--- config.mk ---
export PLATFORM = sky130hd
export DESIGN_NAME = adc_serial_host
export DESIGN_NICKNAME = d
export VERILOG_FILES = /design/src/rtl/adc_host_pkg.sv /design/src/rtl/adc_half_timer.sv /design/src/rtl/adc_tx_shifter.sv /design/src/rtl/adc_rx_shifter.sv /design/src/rtl/adc_seq_ctrl.sv /design/src/rtl/adc_serial_host.sv
export SDC_FILE = /design/constraint.sdc
export NUM_CORES = 1
export LEC_CHECK = 0
export BUFFER_PORTS_ARGS = -buffer_cell sky130_fd_sc_hd__buf_2
export CAP_MARGIN = 20
export CORE_AREA = 2 2 65 98
export DETAILED_ROUTE_END_ITERATION = 8
export DIE_AREA = 0 0 67 100
export GPL_ROUTABILITY_DRIVEN = 0
export GPL_TIMING_DRIVEN = 0
export PLACE_DENSITY = 0.75
export SETUP_SLACK_MARGIN = 0.05
export SLEW_MARGIN = 20
export SYNTH_ARGS = -nofsm -noshare
export SYNTH_HDL_FRONTEND = slang
export SYNTH_SLANG_ARGS = --single-unit
--- constraint.sdc ---
create_clock -name clk_i -period 4.6 [get_ports clk_i]
set_clock_uncertainty 0.1 [all_clocks]
set_input_delay 0.92 -clock clk_i [delete_from_list [all_inputs] [get_ports clk_i]]
set_output_delay 0.92 -clock clk_i [all_outputs]
set_load 0.005 [all_outputs]
--- src/rtl/adc_host_pkg.sv ---
package adc_host_pkg;
  localparam int unsigned CTRL_BITS = 5;
  localparam int unsigned WR_CLKS   = 6;
  localparam int unsigned RD_BITS   = 16;
  localparam int unsigned ADDR_W    = 3;
  localparam int unsigned RES_W     = 12;

  typedef enum logic [2:0] {
    ST_IDLE,
    ST_SETUP,
    ST_LOW,
    ST_HIGH,
    ST_TAIL
  } seq_state_e;
endpackage

--- src/rtl/adc_half_timer.sv ---
module adc_half_timer #(
  parameter int unsigned DIV_W = 8
) (
  input  logic             clk_i,
  input  logic             rst_ni,
  input  logic             restart_i,
  input  logic             run_i,
  input  logic [DIV_W-1:0] div_i,
  output logic             tick_o
);
  logic [DIV_W-1:0] cnt_q;
  logic [DIV_W-1:0] last_cnt;

  // zero divider behaves as one
  assign last_cnt = (div_i == '0) ? '0 : div_i - 1'b1;
  assign tick_o   = run_i && (cnt_q == last_cnt);

  always_ff @(posedge clk_i or negedge rst_ni) begin
    if (!rst_ni)                   cnt_q <= '0;
    else if (restart_i || tick_o)  cnt_q <= '0;
    else if (run_i)                cnt_q <= cnt_q + 1'b1;
  end
endmodule

--- src/rtl/adc_tx_shifter.sv ---
module adc_tx_shifter #(
  parameter int unsigned W = 6
) (
  input  logic         clk_i,
  input  logic         rst_ni,
  input  logic         load_i,
  input  logic [W-1:0] load_val_i,
  input  logic         shift_i,
  output logic         bit_o
);
  logic [W-1:0] sh_q;

  always_ff @(posedge clk_i or negedge rst_ni) begin
    if (!rst_ni)      sh_q <= '0;
    else if (load_i)  sh_q <= load_val_i;
    else if (shift_i) sh_q <= {sh_q[W-2:0], 1'b0};
  end

  assign bit_o = sh_q[W-1];
endmodule

--- src/rtl/adc_rx_shifter.sv ---
module adc_rx_shifter #(
  parameter int unsigned W = 16
) (
  input  logic         clk_i,
  input  logic         rst_ni,
  input  logic         clr_i,
  input  logic         shift_i,
  input  logic         bit_i,
  output logic [W-1:0] word_o
);
  always_ff @(posedge clk_i or negedge rst_ni) begin
    if (!rst_ni)      word_o <= '0;
    else if (clr_i)   word_o <= '0;
    else if (shift_i) word_o <= {word_o[W-2:0], bit_i};
  end
endmodule

--- src/rtl/adc_seq_ctrl.sv ---
module adc_seq_ctrl
  import adc_host_pkg::*;
#(
  parameter int unsigned WR_N = WR_CLKS,
  parameter int unsigned RD_N = RD_BITS
) (
  input  logic clk_i,
  input  logic rst_ni,
  input  logic wr_req_i,
  input  logic rd_req_i,
  input  logic tick_i,
  output logic accept_o,
  output logic accept_wr_o,
  output logic run_o,
  output logic fall_o,
  output logic shift_o,
  output logic finish_rd_o,
  output logic is_wr_o,
  output logic ser_clk_o,
  output logic wsel_no,
  output logic rsel_no,
  output logic busy_o,
  output logic wr_done_o,
  output logic rd_done_o
);
  localparam int unsigned MAX_N = (RD_N > WR_N) ? RD_N : WR_N;
  localparam int unsigned CNT_W = $clog2(MAX_N + 1);

  seq_state_e       state_q;
  logic [CNT_W-1:0] bit_cnt_q;
  logic [CNT_W-1:0] last_bit;
  logic             at_last;

  assign last_bit    = is_wr_o ? CNT_W'(WR_N) : CNT_W'(RD_N);
  assign at_last     = (bit_cnt_q == last_bit);
  assign accept_o    = (state_q == ST_IDLE) && (wr_req_i || rd_req_i);
  assign accept_wr_o = (state_q == ST_IDLE) && wr_req_i;
  assign run_o       = (state_q != ST_IDLE);
  assign busy_o      = run_o;
  assign fall_o      = tick_i && ((state_q == ST_SETUP) || (state_q == ST_HIGH));
  assign shift_o     = tick_i && (state_q == ST_LOW) && !at_last;
  assign finish_rd_o = tick_i && (state_q == ST_TAIL) && !is_wr_o;

  always_ff @(posedge clk_i or negedge rst_ni) begin
    if (!rst_ni) begin
      state_q   <= ST_IDLE;
      bit_cnt_q <= '0;
      is_wr_o   <= 1'b0;
      ser_clk_o <= 1'b1;
      wsel_no   <= 1'b1;
      rsel_no   <= 1'b1;
      wr_done_o <= 1'b0;
      rd_done_o <= 1'b0;
    end else begin
      wr_done_o <= 1'b0;
      rd_done_o <= 1'b0;
      unique case (state_q)
        ST_IDLE: begin
          bit_cnt_q <= '0;
          if (wr_req_i) begin
            // write wins a tie
            wsel_no <= 1'b0;
            is_wr_o <= 1'b1;
            state_q <= ST_SETUP;
          end else if (rd_req_i) begin
            rsel_no <= 1'b0;
            is_wr_o <= 1'b0;
            state_q <= ST_SETUP;
          end
        end
        ST_SETUP, ST_HIGH: begin
          if (tick_i) begin
            ser_clk_o <= 1'b0;
            bit_cnt_q <= bit_cnt_q + 1'b1;
            state_q   <= ST_LOW;
          end
        end
        ST_LOW: begin
          if (tick_i) begin
            ser_clk_o <= 1'b1;
            state_q   <= at_last ? ST_TAIL : ST_HIGH;
          end
        end
        ST_TAIL: begin
          if (tick_i) begin
            wsel_no   <= 1'b1;
            rsel_no   <= 1'b1;
            wr_done_o <= is_wr_o;
            rd_done_o <= !is_wr_o;
            state_q   <= ST_IDLE;
          end
        end
        default: state_q <= ST_IDLE;
      endcase
    end
  end
endmodule

--- src/rtl/adc_serial_host.sv ---
module adc_serial_host
  import adc_host_pkg::*;
#(
  parameter int unsigned DIV_W = 8
) (
  input  logic              clk_i,
  input  logic              rst_ni,
  input  logic [DIV_W-1:0]  div_i,
  input  logic              wr_req_i,
  input  logic [CTRL_BITS-1:0] wr_word_i,
  input  logic              rd_req_i,
  output logic              busy_o,
  output logic              ser_clk_o,
  output logic              wsel_no,
  output logic              rsel_no,
  output logic              ser_dout_o,
  input  logic              ser_din_i,
  output logic              wr_done_o,
  output logic              rd_done_o,
  output logic [ADDR_W-1:0] rd_addr_o,
  output logic [RES_W-1:0]  rd_data_o,
  output logic              frame_err_o
);
  localparam int unsigned TX_PAD = WR_CLKS - CTRL_BITS;

  logic             accept, accept_wr, run, fall, shift, finish_rd, is_wr, tick;
  logic [DIV_W-1:0] div_q;
  logic [WR_CLKS-1:0] tx_load;
  logic [RD_BITS-1:0] rx_word;

  always_ff @(posedge clk_i or negedge rst_ni) begin
    if (!rst_ni)     div_q <= '0;
    else if (accept) div_q <= div_i;
  end

  assign tx_load = accept_wr ? {wr_word_i, {TX_PAD{1'b0}}} : '0;

  adc_seq_ctrl #(.WR_N(WR_CLKS), .RD_N(RD_BITS)) u_ctrl (
    .clk_i       (clk_i),
    .rst_ni      (rst_ni),
    .wr_req_i    (wr_req_i),
    .rd_req_i    (rd_req_i),
    .tick_i      (tick),
    .accept_o    (accept),
    .accept_wr_o (accept_wr),
    .run_o       (run),
    .fall_o      (fall),
    .shift_o     (shift),
    .finish_rd_o (finish_rd),
    .is_wr_o     (is_wr),
    .ser_clk_o   (ser_clk_o),
    .wsel_no     (wsel_no),
    .rsel_no     (rsel_no),
    .busy_o      (busy_o),
    .wr_done_o   (wr_done_o),
    .rd_done_o   (rd_done_o)
  );

  adc_half_timer #(.DIV_W(DIV_W)) u_timer (
    .clk_i     (clk_i),
    .rst_ni    (rst_ni),
    .restart_i (accept),
    .run_i     (run),
    .div_i     (div_q),
    .tick_o    (tick)
  );

  adc_tx_shifter #(.W(WR_CLKS)) u_tx (
    .clk_i      (clk_i),
    .rst_ni     (rst_ni),
    .load_i     (accept),
    .load_val_i (tx_load),
    .shift_i    (shift),
    .bit_o      (ser_dout_o)
  );

  adc_rx_shifter #(.W(RD_BITS)) u_rx (
    .clk_i   (clk_i),
    .rst_ni  (rst_ni),
    .clr_i   (accept),
    .shift_i (fall && !is_wr),
    .bit_i   (ser_din_i),
    .word_o  (rx_word)
  );

  always_ff @(posedge clk_i or negedge rst_ni) begin
    if (!rst_ni) begin
      rd_addr_o   <= '0;
      rd_data_o   <= '0;
      frame_err_o <= 1'b0;
    end else if (finish_rd) begin
      frame_err_o <= rx_word[RD_BITS-1];
      rd_addr_o   <= rx_word[RES_W +: ADDR_W];
      rd_data_o   <= rx_word[RES_W-1:0];
    end
  end
endmodule

Yosys cells after proc, flatten, opt, wreduce, memory -nomap -nowiden
Index checks and enable logic that the tools add are counted.
{ "totals": {"out_inout_bits": 23, "regBits": 68, "input_bits": 18, "wordCells": 93} }
{ "op_classes": {"n_mux": 31, "n_eq_ne": 13, "add_sub_neg": 3, "reduce_logical": 31} }
{ "op_table": {"columns": ["operator", "count"], "rows": [
  ["$mux 16", 2],
  ["$mux 8", 3],
  ["$mux 3", 6],
  ["$mux 6", 3],
  ["$reduce_bool 2->1", 7],
  ["$pmux 3 s4", 1],
  ["$mux 1", 10],
  ["$mux 5", 2],
  ["$pmux 5 s2", 1],
  ["$logic_and 1x1->1", 9],
  ["$add 8x1->8 const B", 1],
  ["$eq 8x8->1", 1],
  ["$logic_not 8->1", 1],
  ["$reduce_and 4->1", 2],
  ["$sub 8x1->8 const B", 1],
  ["$eq 3x2->1 const B", 2],
  ["$ne 2x1->1 const B", 3],
  ["$ne 2x2->1 const B", 3],
  ["$pmux 1 s2", 3],
  ["$reduce_and 3->1", 2],
  ["$add 5x1->5 const B", 1],
  ["$eq 5x5->1", 1],
  ["$reduce_and 2->1", 2],
  ["$eq 3x1->1 const B", 1],
  ["7 further kinds", 10]
]} }

Logic depth before layout (Yosys ltp)
{ "depth": {"word_depth": 8, "ltp_mapped": 11, "depth_no_buf": 9} }

Hierarchy
From an unflattened synthesis, not the netlist that was laid out.
{ "hier_totals": {"cells_unflattened": 286, "hier_area_um2": 3370.7} }
{ "by_module_without_submodules": {"columns": ["module", "cells_each", "seq_area_each_um2", "n_inst", "area_per_inst_um2"], "rows": [
  ["adc_serial_host", 58, 600.6, 1, 985.9],
  ["adc_half_timer", 83, 200.2, 1, 770.7],
  ["adc_seq_ctrl", 67, 354.1, 1, 678.2],
  ["adc_rx_shifter", 52, 400.4, 1, 660.6],
  ["adc_tx_shifter", 26, 150.1, 1, 275.3]
]} }

Worst setup path after synthesis
No wires, ideal clock.
{ "synth_path": {"kind": "register to register", "start": "reg div_q[0]", "end": "reg frame_err_o", "path_stages_with_launch": 11, "arrival_ns": 3.024, "setup_slack_ns": 1.351, "period_less_slack_ns": 3.249, "n_path_buf": 1, "setup_ns": 0.125, "t_required_ns": 4.375, "cell_sequence": "dfrtp_1 -> inv_1 -> ha_1 -> or3b_1 -> o31ai_2 -> a21oi_1 -> or4_4 -> nor4_4 -> nand3_4 -> buf_6 -> mux2_4"} }
{ "synth_between": {"elab_chain_cells": 6, "word_cells_on_any_way": 7, "classes_between": "1 x add/sub; 1 x eq/ne; 1 x mux; 4 x reduce/logical"} }
{ "synth_lines": {"columns": ["item", "line", "rtl"], "rows": [
  ["start: declaration", "adc_serial_host.sv:27", "logic [DIV_W-1:0] div_q;"],
  ["start signal: assignment", "adc_serial_host.sv:33", "else if (accept) div_q <= div_i;"],
  ["$sub 8x1->8 / $logic_not 8->1 (equally long branches)", "adc_half_timer.sv:15", "assign last_cnt = (div_i == '0) ? '0 : div_i - 1'b1;"],
  ["$mux 8 (*)", "adc_half_timer.sv:15", null],
  ["$eq 8x8->1 (*)", "adc_half_timer.sv:16", "assign tick_o = run_i && (cnt_q == last_cnt);"],
  ["$logic_and 1x1->1 (*)", "adc_half_timer.sv:16", null],
  ["$logic_and 1x1->1 (*) (2 in a row)", "adc_seq_ctrl.sv:42", "assign finish_rd_o = tick_i && (state_q == ST_TAIL) && !is_wr_o;"],
  ["end signal: assignment", "adc_serial_host.sv:92", "frame_err_o <= rx_word[RD_BITS-1];"],
  ["end: declaration", "adc_serial_host.sv:22", "output logic frame_err_o"]
]} }
Mark *: on every way between the ends. The rest lies on a longest branch, timed or not.
A chain may end at the register's enable or synchronous reset.

Final worst setup path
{ "layout_path": {"start": "reg div_q[0]", "end": "reg rd_addr_o[1]"} }
{ "layout_between": {"elab_chain_cells": 6, "word_cells_on_any_way": 7, "classes_between": "1 x add/sub; 1 x eq/ne; 1 x mux; 4 x reduce/logical"} }
{ "layout_lines": {"columns": ["item", "line", "rtl"], "rows": [
  ["$sub 8x1->8 / $logic_not 8->1 (equally long branches)", "adc_half_timer.sv:15", null],
  ["$mux 8 (*)", "adc_half_timer.sv:15", null],
  ["$eq 8x8->1 (*)", "adc_half_timer.sv:16", null],
  ["$logic_and 1x1->1 (*)", "adc_half_timer.sv:16", null],
  ["$logic_and 1x1->1 (*) (2 in a row)", "adc_seq_ctrl.sv:42", null],
  ["end signal: assignment", "adc_serial_host.sv:93", "rd_addr_o <= rx_word[RES_W +: ADDR_W];"],
  ["end: declaration", "adc_serial_host.sv:20", "output logic [ADDR_W-1:0] rd_addr_o,"]
]} }
Marks and branches as above.

==> summary.txt <==
Clock network
  • CTS H-tree lvls: 3
  • Hold_buf cts: 0
  • Clock Pin Slew Worst Setup and Hold Paths: ~0.080 ns
  • Clock Tree Buf Depth: 2
  • Num CTS Buffers: 9
  • CTS resizes: 0
  • Post-CTS Setup Bufs: 0
  • Sinks on Clock Net: between 60 and 70
  • CTS tree: yes
  • Clk Latency, worst-skew pair: approximately 0.34 ns
  • Root Buffer: clkbuf_8

Worst setup path
  • CP Capture Type: register
  • WP data required: 4.73 ns
  • WP data arrival: around 3.8 ns
  • CP startpoint kind: register
  • Critical path type: register to register
  • Crit path max fanout: 10

Synth
  • Count leader, synth: dfrtp_1
  • Synth unique cells: 49
  • Top_reg_cell synth: dfrtp_1
  • Synth top cells by count: dfrtp_1, nand2_1, a21oi_1
  • Synthesized Nets: around 350
  • Post-synth top area cell: dfrtp_1
  • Mapped cell area: about 3300 sq um
  • Top cell type's share of synthesized area: between 40% and 50%
  • Number of synthesis warnings: 0
  • Sequential share of the synthesized area: 50.8%
  • Post-Syn Area per Cell: 9.96 sq um
  • Flops & latches, synth: 67
  • Post-synth EDFFs: 0
  • Post-Syn Instances: about 330
  • Synth area leaders: dfrtp_1, a21oi_1, mux2_4, o21ai_0, nand3_1
  • Async SR Flop Fraction: 100%

Power
  • Sw power: about 900 uW
  • Pleak: ~0.0018 uW
  • Sequential power share: 38.6%
  • Combinational Power Share: 37.3%
  • Sw Share: 39.9%
  • P per Cell Area: slightly below 600 nW/um^2
  • Pint: between 1000 and 1500 uW
  • Clock group share of total power: between 20 and 25%
  • Worst vdd rail ir drop: between 0.0003 and 0.0004 V

Cells and area
  • Diodes inserted: 0
  • # nets final: roughly 410
  • Layout cells sized above 1: 22.4%
  • Area Overhead vs Synth: 16.3%
  • Fin area: a little under 4000 sq um

Detailed routing
  • Routed len/inst: ~16 microns
  • DR pass1 iterations: 4
  • DRT iter0 DRCs: between 200 and 250
  • WL final: 7290 microns
  • Vias per inst: between 5 and 6
  • DRC violations left: 0
  • Vias: 2764
  • Post-route ant nets: 0

GRT
  • Total track usage: approximately a quarter
  • Number of global-route vias before repair: between 2000 and 3000
  • Initial antenna violation count: 0
  • Largest net degree at the start of global routing: 36
  • Global-route wire length before repair: roughly 12000 microns
  • Total grt overflow: 0

STA
  • Worst slew pin tran: about 1.0 ns
  • Slew Limit Fails: 0
  • Max-slew headroom: roughly 31%
  • Period minus WS final: 3.65 ns
  • Final setup violation count: 0
  • F_max: 0.274 GHz
  • Setup WS post-layout: about 0.95 ns
  • Final Hold Fails: 0
  • Unrepaired setup endpoints after global routing: no
  • Total negative setup slack: 0 ns
  • Worst hold slack: roughly 0.38 ns
  • Period utilization: between 70% and 80%

Die
  • Die X: 67 microns
  • Site Rows: 35
  • Initial core utilization: 55.5%
  • Core region area: around 6000 sq um
  • I/O pins: 41
  • Die Span Y: roughly 100 microns
  • Total Die Area: between 6000 and 7000 sq um

Placement
  • Port buffer count: 40
  • Hpwl dp: 5370 microns
  • DP Worst Slack: approximately 0.96 ns
  • DP Area: ~3600 sq um

Worst hold path
  • HP Class: register to register

Status
  • Outcome: finished, final reports clean

Flow run
  • Max-cap violations: 0
sequential cells by signal, summed over array words and instances, names as in the netlist:
name / count
u_tx.sh_q: 5
u_ctrl.bit_cnt_q: 5
u_ctrl.rsel_no: 1
u_ctrl.rd_done_o: 1
u_ctrl.is_wr_o: 1
div_q: 8
u_ctrl.ser_clk_o: 1
u_rx.word_o: 16
u_ctrl.wsel_no: 1
u_timer.cnt_q: 8
u_ctrl.wr_done_o: 1
rd_data_o: 12
rd_addr_o: 3
u_ctrl.state_q: 3
frame_err_o: 1
worst paths after layout:
kind | startpoint | end | slack, ns | cells after the start
worst min register to register | u_ctrl.wsel_no | u_ctrl.wsel_no | 0.38 | 2
worst max register to register | div_q[0] | rd_addr_o[1] | 0.95 | 10
max in group asynchronous | rst_ni | u_ctrl.ser_clk_o | 3.38 | 2
worst max-delay path | div_q[0] | rd_addr_o[1] | 0.95 | 10
min in group asynchronous | rst_ni | rd_addr_o[2] | 0.42 | 1
worst min-delay path | u_ctrl.wsel_no | u_ctrl.wsel_no | 0.38 | 2
kinds of logic (layout without fill, tap and decap cells):
kind of cell | after synthesis | in the layout | share of synthesized area (%)
buffers and inverters | 25 | 82 | 3.18
muxes | 19 | 19 | 7.49
AOI/OAI and AO/OA | 91 | 91 | 16.5
xor gates and xnor gates | 9 | 9 | 2.38
and+or+nand+nor | 118 | 118 | 18.5
adders and majority gates | 3 | 3 | 1.13
DFF | 67 | 67 | 50.8
critical path: stages (launching register included):
cell and delay (ns):
dfrtp_1 0.43, inv_1 0.10, ha_1 0.22, or3b_1 0.40, o31ai_2 0.24, a21oi_1 0.10
or4_4 0.56, nor4_4 0.62, nand3_4 0.23, buf_6 0.24, mux2_4 0.30
cell usage in the layout (no fill, tap or decap), types with 2 or more instances in the layout:
cell        n
a211oi_1   10
a21oi_1    30
a22o_1      2
a31oi_1     3
a41oi_1     2
and3_1      2
buf_2      42
bufinv_16   2
clkbuf_1   13
clkbuf_8   10
clkinv_2    2
dfrtp_1    64
dfstp_2     3
ha_1        3
inv_1       7
mux2_2      6
mux2_4     10
mux2i_1     3
nand2_1    33
nand2b_1    4
nand3_1    25
nand4_1     2
nor2_1     20
nor3_1     16
nor4_1      2
nor4b_1     4
o211ai_1    2
o21ai_0    28
o22ai_1     4
or4_4       2
xnor2_1     4
xor2_1      5
power by group through the flow:
stage	combinational, uW	clock, uW	sequential [uW]
2_1_floorplan	634	0	848
5_1_grt	947	585	900
3_3_place_gp	814	0	879
4_1_cts	843	557	876
6_report	847	547	878
3_5_place_dp	835	0	887
per-stage QoR:
stage                     power [uW]  util (%)  std cells
after global placement          1690      60.5        446
after CTS                       2280      64.6        463
after floorplan                 1480         -        332
final                           2270      64.6        463
after global routing            2430      64.6        463
after detailed placement        1720      60.8        447
routing by layer:
| layer | track usage [%] | routed length, microns | vias up |
|---|---|---|---|
| li1 | - | - | 1312 |
| met5 | 0 | 0 | - |
| met4 | 11.1 | 188 | 0 |
| met3 | 5.94 | 284 | 21 |
| met1 | 28.5 | 2920 | 1353 |
| met2 | 40.4 | 3900 | 78 |
layout make-up:
type,instances,area [sq um]
fillers,508,2110
inverters,8,30.0
well taps,74,92.6
clock buffers,10,138
flip-flops and latches,67,1680
multi-input cells,240,1520
repair buffers,41,223
clock inverters,6,87.6
plain buffers,17,75.1
Note: power is estimated with default switching activity, not from simulation.
